### src/rtl/cas_rx_pkg.sv
package cas_rx_pkg;

   typedef enum logic [2:0] {
      ST_HUNT,
      ST_ARMED,
      ST_HDR,
      ST_DATA,
      ST_SUM
   } frm_state_e;

   typedef enum logic {
      TM_IDLE,
      TM_INBIT
   } tmr_state_e;

   // shortest rise-to-rise interval accepted as one cycle
   function automatic int win_lo(input int nom);
      return nom - nom / 4;
   endfunction

   // longest rise-to-rise interval accepted as one cycle
   function automatic int win_hi(input int nom);
      return nom + nom / 4;
   endfunction

   // silence after the last rising edge that closes a bit
   function automatic int bit_end(input int nom);
      return nom + nom / 2;
   endfunction

endpackage

### src/rtl/cas_sync_edge.sv
module cas_sync_edge #(
   parameter int STAGES = 2
) (
   input  logic clk,
   input  logic rst_n,
   input  logic din,
   output logic rise
);
   if (STAGES < 2) begin : g_bad_stages
      $error("cas_sync_edge: STAGES must be at least 2");
   end

   // [STAGES-1:0] synchronizer, [STAGES] delayed copy for edge detect
   logic [STAGES:0] chain;

   always_ff @(posedge clk) begin
      if (!rst_n) chain <= '0;
      else        chain <= {chain[STAGES-1:0], din};
   end

   assign rise = chain[STAGES-1] & ~chain[STAGES];
endmodule

### src/rtl/cas_bit_timer.sv
module cas_bit_timer
   import cas_rx_pkg::*;
#(
   parameter int NOM_CLKS = 40
) (
   input  logic clk,
   input  logic rst_n,
   input  logic rise,
   output logic bit_vld,
   output logic bit_val,
   output logic cyc_err
);
   localparam int LO    = win_lo(NOM_CLKS);
   localparam int HI    = win_hi(NOM_CLKS);
   localparam int END_T = bit_end(NOM_CLKS);
   localparam int CW    = $clog2(END_T + 2);
   localparam logic [CW-1:0] LO_C  = CW'(LO);
   localparam logic [CW-1:0] HI_C  = CW'(HI);
   localparam logic [CW-1:0] END_C = CW'(END_T);

   if (NOM_CLKS < 8) begin : g_bad_nom
      $error("cas_bit_timer: NOM_CLKS must be at least 8");
   end

   tmr_state_e     st;
   logic [CW-1:0]  cnt;     // clocks since the last rising edge
   logic           two;     // second cycle seen in this bit
   logic           in_win;

   assign in_win = (cnt >= LO_C) && (cnt <= HI_C);

   always_ff @(posedge clk) begin
      if (!rst_n) begin
         st      <= TM_IDLE;
         cnt     <= '0;
         two     <= 1'b0;
         bit_vld <= 1'b0;
         bit_val <= 1'b0;
         cyc_err <= 1'b0;
      end else begin
         bit_vld <= 1'b0;
         cyc_err <= 1'b0;
         if (rise) begin
            cnt <= CW'(1);
            if (st == TM_IDLE) begin
               st  <= TM_INBIT;
               two <= 1'b0;
            end else if (in_win && !two) begin
               two <= 1'b1;
            end else begin
               // mistimed or third cycle: flag it, restart from this edge
               cyc_err <= 1'b1;
               two     <= 1'b0;
            end
         end else if (st == TM_INBIT) begin
            if (cnt == END_C) begin
               bit_vld <= 1'b1;
               bit_val <= two;
               st      <= TM_IDLE;
            end else begin
               cnt <= cnt + CW'(1);
            end
         end
      end
   end
endmodule

### src/rtl/cas_byte_pack.sv
module cas_byte_pack #(
   parameter int W         = 8,
   parameter bit MSB_FIRST = 1'b1
) (
   input  logic         clk,
   input  logic         rst_n,
   input  logic         clr,
   input  logic         bit_vld,
   input  logic         bit_val,
   output logic         byte_vld,
   output logic [W-1:0] byte_out
);
   localparam int CNW = $clog2(W);
   localparam logic [CNW-1:0] LAST = CNW'(W - 1);

   if (W < 2) begin : g_bad_w
      $error("cas_byte_pack: W must be at least 2");
   end

   logic [W-1:0]   sh;
   logic [W-1:0]   nxt;
   logic [CNW-1:0] nb;

   if (MSB_FIRST) begin : g_msb
      assign nxt = {sh[W-2:0], bit_val};
   end else begin : g_lsb
      assign nxt = {bit_val, sh[W-1:1]};
   end

   always_ff @(posedge clk) begin
      if (!rst_n) begin
         sh       <= '0;
         nb       <= '0;
         byte_vld <= 1'b0;
         byte_out <= '0;
      end else begin
         byte_vld <= 1'b0;
         if (clr) begin
            sh <= '0;
            nb <= '0;
         end else if (bit_vld) begin
            sh <= nxt;
            if (nb == LAST) begin
               nb       <= '0;
               byte_vld <= 1'b1;
               byte_out <= nxt;
            end else begin
               nb <= nb + CNW'(1);
            end
         end
      end
   end
endmodule

### src/rtl/cas_frame.sv
module cas_frame
   import cas_rx_pkg::*;
#(
   parameter int DW        = 8,
   parameter int NAME_LEN  = 2,
   parameter int LEAD_BITS = 64
) (
   input  logic          clk,
   input  logic          rst_n,
   input  logic          bit_vld,
   input  logic          bit_val,
   input  logic          cyc_err,
   input  logic          byte_vld,
   input  logic [DW-1:0] byte_in,
   output logic          pk_clr,
   output logic          lock_now,
   output logic          out_vld,
   output logic [DW-1:0] out_byte,
   output logic          out_hdr,
   output logic          done,
   output logic          err
);
   localparam int LCW = $clog2(LEAD_BITS + 1);
   localparam int IW  = $clog2(NAME_LEN + 2);
   localparam logic [LCW-1:0] LEAD_LAST = LCW'(LEAD_BITS - 1);
   localparam logic [IW-1:0]  LEN_IDX   = IW'(NAME_LEN);

   if (LEAD_BITS < 2) begin : g_bad_lead
      $error("cas_frame: LEAD_BITS must be at least 2");
   end
   if (NAME_LEN < 0) begin : g_bad_name
      $error("cas_frame: NAME_LEN must not be negative");
   end

   frm_state_e     st;
   logic [LCW-1:0] lead;
   logic [IW-1:0]  idx;
   logic [DW-1:0]  remain;
   logic [DW-1:0]  csum;

   assign lock_now = (st == ST_HUNT) && bit_vld && !bit_val && (lead == LEAD_LAST);
   assign pk_clr   = (st == ST_ARMED) && bit_vld && bit_val;

   always_ff @(posedge clk) begin
      if (!rst_n) begin
         st       <= ST_HUNT;
         lead     <= '0;
         idx      <= '0;
         remain   <= '0;
         csum     <= '0;
         out_vld  <= 1'b0;
         out_byte <= '0;
         out_hdr  <= 1'b0;
         done     <= 1'b0;
         err      <= 1'b0;
      end else begin
         out_vld <= 1'b0;
         if (st != ST_HUNT && cyc_err) begin
            err  <= 1'b1;
            done <= 1'b0;
            st   <= ST_HUNT;
            lead <= '0;
         end else begin
            unique case (st)
               ST_HUNT: begin
                  if (cyc_err || (bit_vld && bit_val)) begin
                     lead <= '0;
                  end else if (bit_vld) begin
                     if (lead == LEAD_LAST) begin
                        st   <= ST_ARMED;
                        lead <= '0;
                        done <= 1'b0;
                        err  <= 1'b0;
                     end else begin
                        lead <= lead + LCW'(1);
                     end
                  end
               end
               ST_ARMED: begin
                  if (bit_vld && bit_val) begin
                     st   <= ST_HDR;
                     idx  <= '0;
                     csum <= '0;
                  end
               end
               ST_HDR: begin
                  if (byte_vld) begin
                     out_vld  <= 1'b1;
                     out_byte <= byte_in;
                     out_hdr  <= 1'b1;
                     if (idx == LEN_IDX) begin
                        remain <= byte_in;
                        st     <= (byte_in == '0) ? ST_SUM : ST_DATA;
                     end else begin
                        idx <= idx + IW'(1);
                     end
                  end
               end
               ST_DATA: begin
                  if (byte_vld) begin
                     out_vld  <= 1'b1;
                     out_byte <= byte_in;
                     out_hdr  <= 1'b0;
                     csum     <= csum ^ byte_in;
                     remain   <= remain - DW'(1);
                     if (remain == DW'(1)) st <= ST_SUM;
                  end
               end
               ST_SUM: begin
                  if (byte_vld) begin
                     if (byte_in == csum) done <= 1'b1;
                     else                 err  <= 1'b1;
                     st <= ST_HUNT;
                  end
               end
               default: st <= ST_HUNT;
            endcase
         end
      end
   end
endmodule

### src/rtl/cas_tape_rx.sv
module cas_tape_rx #(
   parameter int DW          = 8,
   parameter int NOM_CLKS    = 40,
   parameter int LEAD_BITS   = 64,
   parameter int NAME_LEN    = 2,
   parameter int SYNC_STAGES = 2,
   parameter bit MSB_FIRST   = 1'b1
) (
   input  logic          clk,
   input  logic          rst_n,
   input  logic          ear_in,
   output logic          out_vld,
   output logic [DW-1:0] out_byte,
   output logic          out_hdr,
   output logic          done,
   output logic          err
);
   logic          rise;
   logic          bit_vld;
   logic          bit_val;
   logic          cyc_err;
   logic          pk_clr;
   logic          lock_now;
   logic          byte_vld;
   logic [DW-1:0] byte_w;

   cas_sync_edge #(.STAGES(SYNC_STAGES)) u_sync (
      .clk  (clk),
      .rst_n(rst_n),
      .din  (ear_in),
      .rise (rise)
   );

   cas_bit_timer #(.NOM_CLKS(NOM_CLKS)) u_timer (
      .clk    (clk),
      .rst_n  (rst_n),
      .rise   (rise),
      .bit_vld(bit_vld),
      .bit_val(bit_val),
      .cyc_err(cyc_err)
   );

   cas_byte_pack #(.W(DW), .MSB_FIRST(MSB_FIRST)) u_pack (
      .clk     (clk),
      .rst_n   (rst_n),
      .clr     (pk_clr),
      .bit_vld (bit_vld),
      .bit_val (bit_val),
      .byte_vld(byte_vld),
      .byte_out(byte_w)
   );

   cas_frame #(.DW(DW), .NAME_LEN(NAME_LEN), .LEAD_BITS(LEAD_BITS)) u_frame (
      .clk     (clk),
      .rst_n   (rst_n),
      .bit_vld (bit_vld),
      .bit_val (bit_val),
      .cyc_err (cyc_err),
      .byte_vld(byte_vld),
      .byte_in (byte_w),
      .pk_clr  (pk_clr),
      .lock_now(lock_now),
      .out_vld (out_vld),
      .out_byte(out_byte),
      .out_hdr (out_hdr),
      .done    (done),
      .err     (err)
   );
endmodule

### config.mk
export PLATFORM = sky130hd
export DESIGN_NAME = cas_tape_rx
export DESIGN_NICKNAME = d
export VERILOG_FILES = /design/src/rtl/cas_rx_pkg.sv /design/src/rtl/cas_sync_edge.sv /design/src/rtl/cas_bit_timer.sv /design/src/rtl/cas_byte_pack.sv /design/src/rtl/cas_frame.sv /design/src/rtl/cas_tape_rx.sv
export SDC_FILE = /design/constraint.sdc
export NUM_CORES = 1
export LEC_CHECK = 0
export ABC_CLOCK_PERIOD_IN_PS = 4400
export BUFFER_PORTS_ARGS = -buffer_cell sky130_fd_sc_hd__buf_4
export CORE_MARGIN = 2
export CORE_UTILIZATION = 65
export CTS_CLUSTER_SIZE = 25
export DETAILED_ROUTE_END_ITERATION = 6
export PLACE_DENSITY_LB_ADDON = 0.08
export SLEW_MARGIN = 20
export SYNTH_ARGS = -nofsm -noshare
export SYNTH_HDL_FRONTEND = slang
export SYNTH_SLANG_ARGS = --single-unit
### constraint.sdc
create_clock -name clk -period 4.4 [get_ports clk]
set_input_delay 0.22 -clock clk [delete_from_list [all_inputs] [get_ports clk]]
set_output_delay 0.22 -clock clk [all_outputs]
set_load 0.01 [all_outputs]
[Word level (Yosys, flattened, before mapping)]
Cells that the tools add are included.
Word-level totals
  bits in registers: 73
  input bits: 3
  output and inout port bits: 12
  logic and storage cells: 157
Operators by class
  $add $sub $neg: 5
  $lt $le $gt $ge: 2
  equality and inequality tests: 27
  mux-type cells: 51
  bitwise logic cells: 11
  reductions and logical operators: 39
Operators with widths (number)
  $mux W8: 5
  $mux W3: 11
  $pmux W8 S2: 2
  $mux W1: 22
  $mux W7: 3
  $ne A2 B2 Y1 const B: 9
  $pmux W3 S5: 1
  $reduce_and A3 Y1: 4
  $reduce_and A6 Y1: 2
  $reduce_bool A2 Y1: 6
  $reduce_and A5 Y1: 2
  $ne A3 B3 Y1 const B: 3
  $not A1 Y1: 9
  $reduce_and A9 Y1: 1
  $reduce_or A3 Y1: 3
  $eq A8 B1 Y1 const B: 1
  $eq A8 B8 Y1: 1
  $logic_not A8 Y1: 1
  $reduce_and A4 Y1: 2
  $reduce_or A2 Y1: 4
  $sub A8 B1 Y8 const B: 1
  $xor A8 B8 Y8: 1
  $add A7 B1 Y7 const B: 1
  $eq A7 B6 Y1 const B: 1
  other kinds (22): 39

[Depth between registers and ports, before layout]
  depth after elaboration: 6
  gate-level depth with buffers: 8
  depth with buffers taken out: 7

[Modules after synthesis]
Synthesis repeated with hierarchy kept, for this count alone.
Second synthesis, totals
  cells, all modules: 428
  area total of the unflattened synthesis: 3701.0 µm²
By module, submodules not included
  cas_frame: instances 1, cells each 285, area each 2272.2 µm², seq. area each 800.8 µm²
  cas_byte_pack: instances 1, cells each 75, area each 748.2 µm², seq. area each 380.4 µm²
  cas_bit_timer: instances 1, cells each 61, area each 588.1 µm², seq. area each 220.2 µm²
  cas_sync_edge: instances 1, cells each 7, area each 92.6 µm², seq. area each 60.1 µm²

[Least setup slack after synthesis]
No wires, ideal clock.
  kind: register -> register
  start point: register u_frame.lead[0]
  end point: register u_frame.st[0]
  setup time: 0.074 ns
  arrival time: 1.680 ns
  data required time: 4.326 ns
  path slack: 2.646 ns
  cell stages (with the launch flop): 7
  buffers on the path: 0
  period minus slack after synthesis: 1.754 ns
  cells stage by stage: dfxtp_1 ha_1 nand3_2 nor4_2 o211ai_2 or4_1 a31oi_1
Between the ends
  cells in the longest elaborated chain, start to end: 3
RTL lines
  start, declared: line cas_frame.sv:36  | logic [LCW-1:0] lead;
  start signal, assigned: line cas_frame.sv:75  | lead <= lead + LCW'(1);
  $eq A7 B6 Y1
  $ne A2 B2 Y1 (no source line)
  $reduce_and A9 Y1 (no source line)
  end signal, assigned: line cas_frame.sv:93  | st <= (byte_in == '0) ? ST_SUM : ST_DATA;
  end, declared: line cas_frame.sv:35  | frm_state_e st;
Every way passes these cells.
A chain may end at the register's enable or synchronous reset.

[Final worst setup path]
  start point: register u_frame.st[2]
  end point: register u_frame.st[0]
Between the ends
  cells in the longest elaborated chain, start to end: 3
  elaborated cells between the ends (all ways): 19
  classes of those cells: eq/ne: 13; mux: 1; reduce/logical: 5
RTL lines
  $eq A3 B1 Y1 (tied with other cells): line cas_frame.sv:64  | unique case (st)
  $ne A2 B2 Y1 (no source line) (tied with other cells)
  $reduce_and A9 Y1 (no source line) or $reduce_or A2 Y1 (tied branches)
Parallel ways exist; a longest one is shown, timed or not.

==> impl_metrics.json <==
{
  "setup_tns_ns": 0,
  "yosys_warnings": 0,
  "cts_hold_buf": 0,
  "startpoint": "u_frame.st[2]",
  "status": "finished, final reports clean",
  "drt_iter0_drc": 190,
  "cts_inserted_buffers": 9,
  "relSlewSlack_pct": 39.3,
  "syn_area_per_cell_um2": 8.40,
  "cts_max_level": 3,
  "post_cts_buffers": 0,
  "synth_compound_area_share_pct": 16.2,
  "synthXorXnorAreaFrac_pct": 3.76,
  "ff2ff_path_depth": 5,
  "final.min_clock_period_ns": 2.39,
  "clk_pin_slew_ns": 0.08,
  "cts_root_buf": "clkbuf_8",
  "post-place-cells": 478,
  "vias": 2884,
  "met1_usage_pct": 33.5,
  "grt_overflow": 0,
  "finalCritPeriodShare_pct": 54.4,
  "first_global_vias": 2636,
  "clk_latency_ns": 0.35,
  "pwr_density_cell_nw_per_um2": 332,
  "use_met2_pct": 40.3,
  "gp_congestion": 0.877,
  "ys.flop_type": "dfxtp_1",
  "tritoncts": "done",
  "initial_core_util_pct": 68.0,
  "synthToLayoutAreaGrowth_pct": 9.24,
  "final_core_utilization_pct": 74.3,
  "report.final.slew_viol_count": 0,
  "antenna_cells": 0,
  "ctsResizeCount": 0,
  "async_reset_ff_share_pct": 0,
  "finalWirelength_mm": 7.04,
  "hold_viol": 0,
  "grt_max_degree": 34,
  "ys_types": 55,
  "grt_first_pass_wirelength_mm": 12.2,
  "ant_nets": 0,
  "viasPerCell": 5.84,
  "critical-path-slowest-cell": "nand3b_1",
  "rsz0062_at_grt": "false",
  "worst_hold_startpoint": "ear_in",
  "ys_ff_latch": 73,
  "worst_ir_drop_vdd_uv": 215,
  "final_cell_mix": "73 x dfxtp_1, 55 x nor2_1, 46 x nand2_1",
  "seq_area_frac_synth_pct": 41.8,
  "grt-busiest-layer": "met2",
  "worstSetupPathType": "flip-flop to flip-flop",
  "synth-simple-area-share_pct": 25.3,
  "synth_fa_ha_area_share_pct": 3.22,
  "crit_required_ns": 4.68,
  "nFillCells": 422,
  "hold_class": "input port to flip-flop",
  "worst_slew_pin_slew_ns": 0.905,
  "synth_mux_area_share_pct": 5.73,
  "path_max_fanout": 23,
  "dp_hpwl_mm": 4.81,
  "endpoint_kind": "flip-flop",
  "cp-start-kind": "flip-flop",
  "grt_util_met3_pct": 3.65,
  "timing.rr.start": "u_frame.st[2]",
  "fin_skew_ns": 0.00726,
  "port_buffers": 14,
  "fin_total_pwr_w": 0.00127,
  "leakagePower_nw": 1.33,
  "max_cap_viol_count": 0,
  "rows": 26,
  "final_common_cell": "dfxtp_1",
  "cts_sinks": 73,
  "whs_path_depth": 2,
  "nets": 431,
  "max_stage_delay_ns": 0.67,
  "clock_path_buffers": 2,
  "die_h_um": 77.3,
  "fmax_ghz": 0.418,
  "grtUsageTotal_pct": 25.1,
  "fp.dieArea_um2": 5980,
  "grt_antenna_before_repair": 0,
  "drc_errors": 0,
  "cp.arrival_ns": 2.67,
  "synth_top_family_by_area": "simple AND/OR/NAND/NOR gates",
  "synth_area_um2": 3490,
  "wl_per_cell_um": 14.2,
  "fp.dieW_um": 77.3,
  "dr.pass1.iters": 4,
  "synth_fp_nets": 428,
  "path_cells": "nand3b_1, a41o_1, o211ai_2, or4_1, a31oi_1",
  "synth_edf_count": 0,
  "drive_gt1_share_pct": 9.20,
  "synthCells": 416,
  "final_cell_count_no_fill": 494,
  "core_region_area_um2": 5140,
  "ios": 15,
  "setup_viol": 0
}
synthesized netlist by cell type, types with 2 or more instances:
library cell	count	area, um^2
a211oi_1	2	15.0
a21boi_0	10	75.1
a21boi_1	3	22.5
a21oi_1	27	135
a31oi_1	5	31.3
and2_1	5	31.3
and3_1	4	25.0
buf_1	3	11.3
buf_2	8	40.0
clkbuf_1	10	37.5
dfxtp_1	73	1460
ha_1	9	113
inv_1	12	45.0
mux2i_1	20	200
nand2_1	46	173
nand2b_1	5	31.3
nand3_1	9	45.0
nand3b_1	10	75.1
nand4_1	4	25.0
nor2_1	55	206
nor2b_1	11	68.8
nor3_1	7	35.0
nor3b_1	2	15.0
nor4_1	3	18.8
o21ai_0	19	95.1
o21ai_1	4	20.0
o22ai_1	2	12.5
o31ai_1	2	15.0
or4_1	7	52.6
xnor2_1	9	78.8
xor2_1	6	52.6
worst paths after layout:
| check | end | slack, ns |
|---|---|---|
| min | u_sync.chain[0] | 0.08 |
| max reg2reg | u_frame.st[0] | 2.01 |
| min reg2reg | u_sync.chain[1] | 0.44 |
| max | u_frame.st[0] | 2.01 |
critical path, delay by kind of cell (launching register included):
family           cells  cell delay (ns)
AND/OR/NAND/NOR      2             1.15
flip-flops           1             0.66
AO/OA/AOI/OAI        3             0.52
power breakdown:
part | leakage [nW] | total, W | switching, W | internal, W
Clock | 0.0991 | 0.000571 | 0.000250 | 0.000321
Combinational | 0.644 | 0.0000292 | 0.0000184 | 0.0000108
Sequential | 0.589 | 0.000667 | 0.00000381 | 0.000664
Total | 1.33 | 0.00127 | 0.000272 | 0.000996
routing by layer:
metal	routed length, um	up-vias
met5	0	-
met4	103	0
met3	286	14
met2	3320	65
met1	3330	1350
li1	-	1455
kinds of logic (layout without fill, tap and decap cells):
logic type      count (synthesis)  count (layout)
compound gates                 88              88
buf+inv                        34              42
mux                            20              20
simple gates                  177             177
xor+xnor                       15              15
fa+ha+maj                       9               9
flops                          73              73
metrics by stage:
stage          area [um^2]  worst slack, ns  hold WS, ns
6_report              3820             2.01       0.0804
5_1_grt               3820             1.75       0.0796
4_1_cts               3820             2.05       0.0664
3_5_place_dp          3600             2.07        0.422
3_3_place_gp          3590             2.13        0.414
2_1_floorplan         3490             2.65        0.347
registers in the layout (all words and copies together), names as in the netlist, 2 cells and up:
| signal | flops |
|---|---|
| u_timer.cnt | 6 |
| u_pack.sh | 7 |
| u_frame.lead | 7 |
| u_pack.nb | 3 |
| u_frame.out_byte | 8 |
| u_sync.chain | 3 |
| u_pack.byte_out | 8 |
| u_frame.idx | 2 |
| u_frame.remain | 8 |
| u_frame.st | 3 |
| u_frame.csum | 8 |
final cells by class:
class	count	area [um^2]	area share, %
multi-input cells	309	1900	49.8
flip-flops and latches	73	1460	38.3
clock buffers	10	128	3.34
repair buffers	14	105	2.75
clock inverters	6	91.3	2.39
well taps	70	87.6	2.29
inverters	12	45.0	1.18
Power figures use the tool's default switching activity.
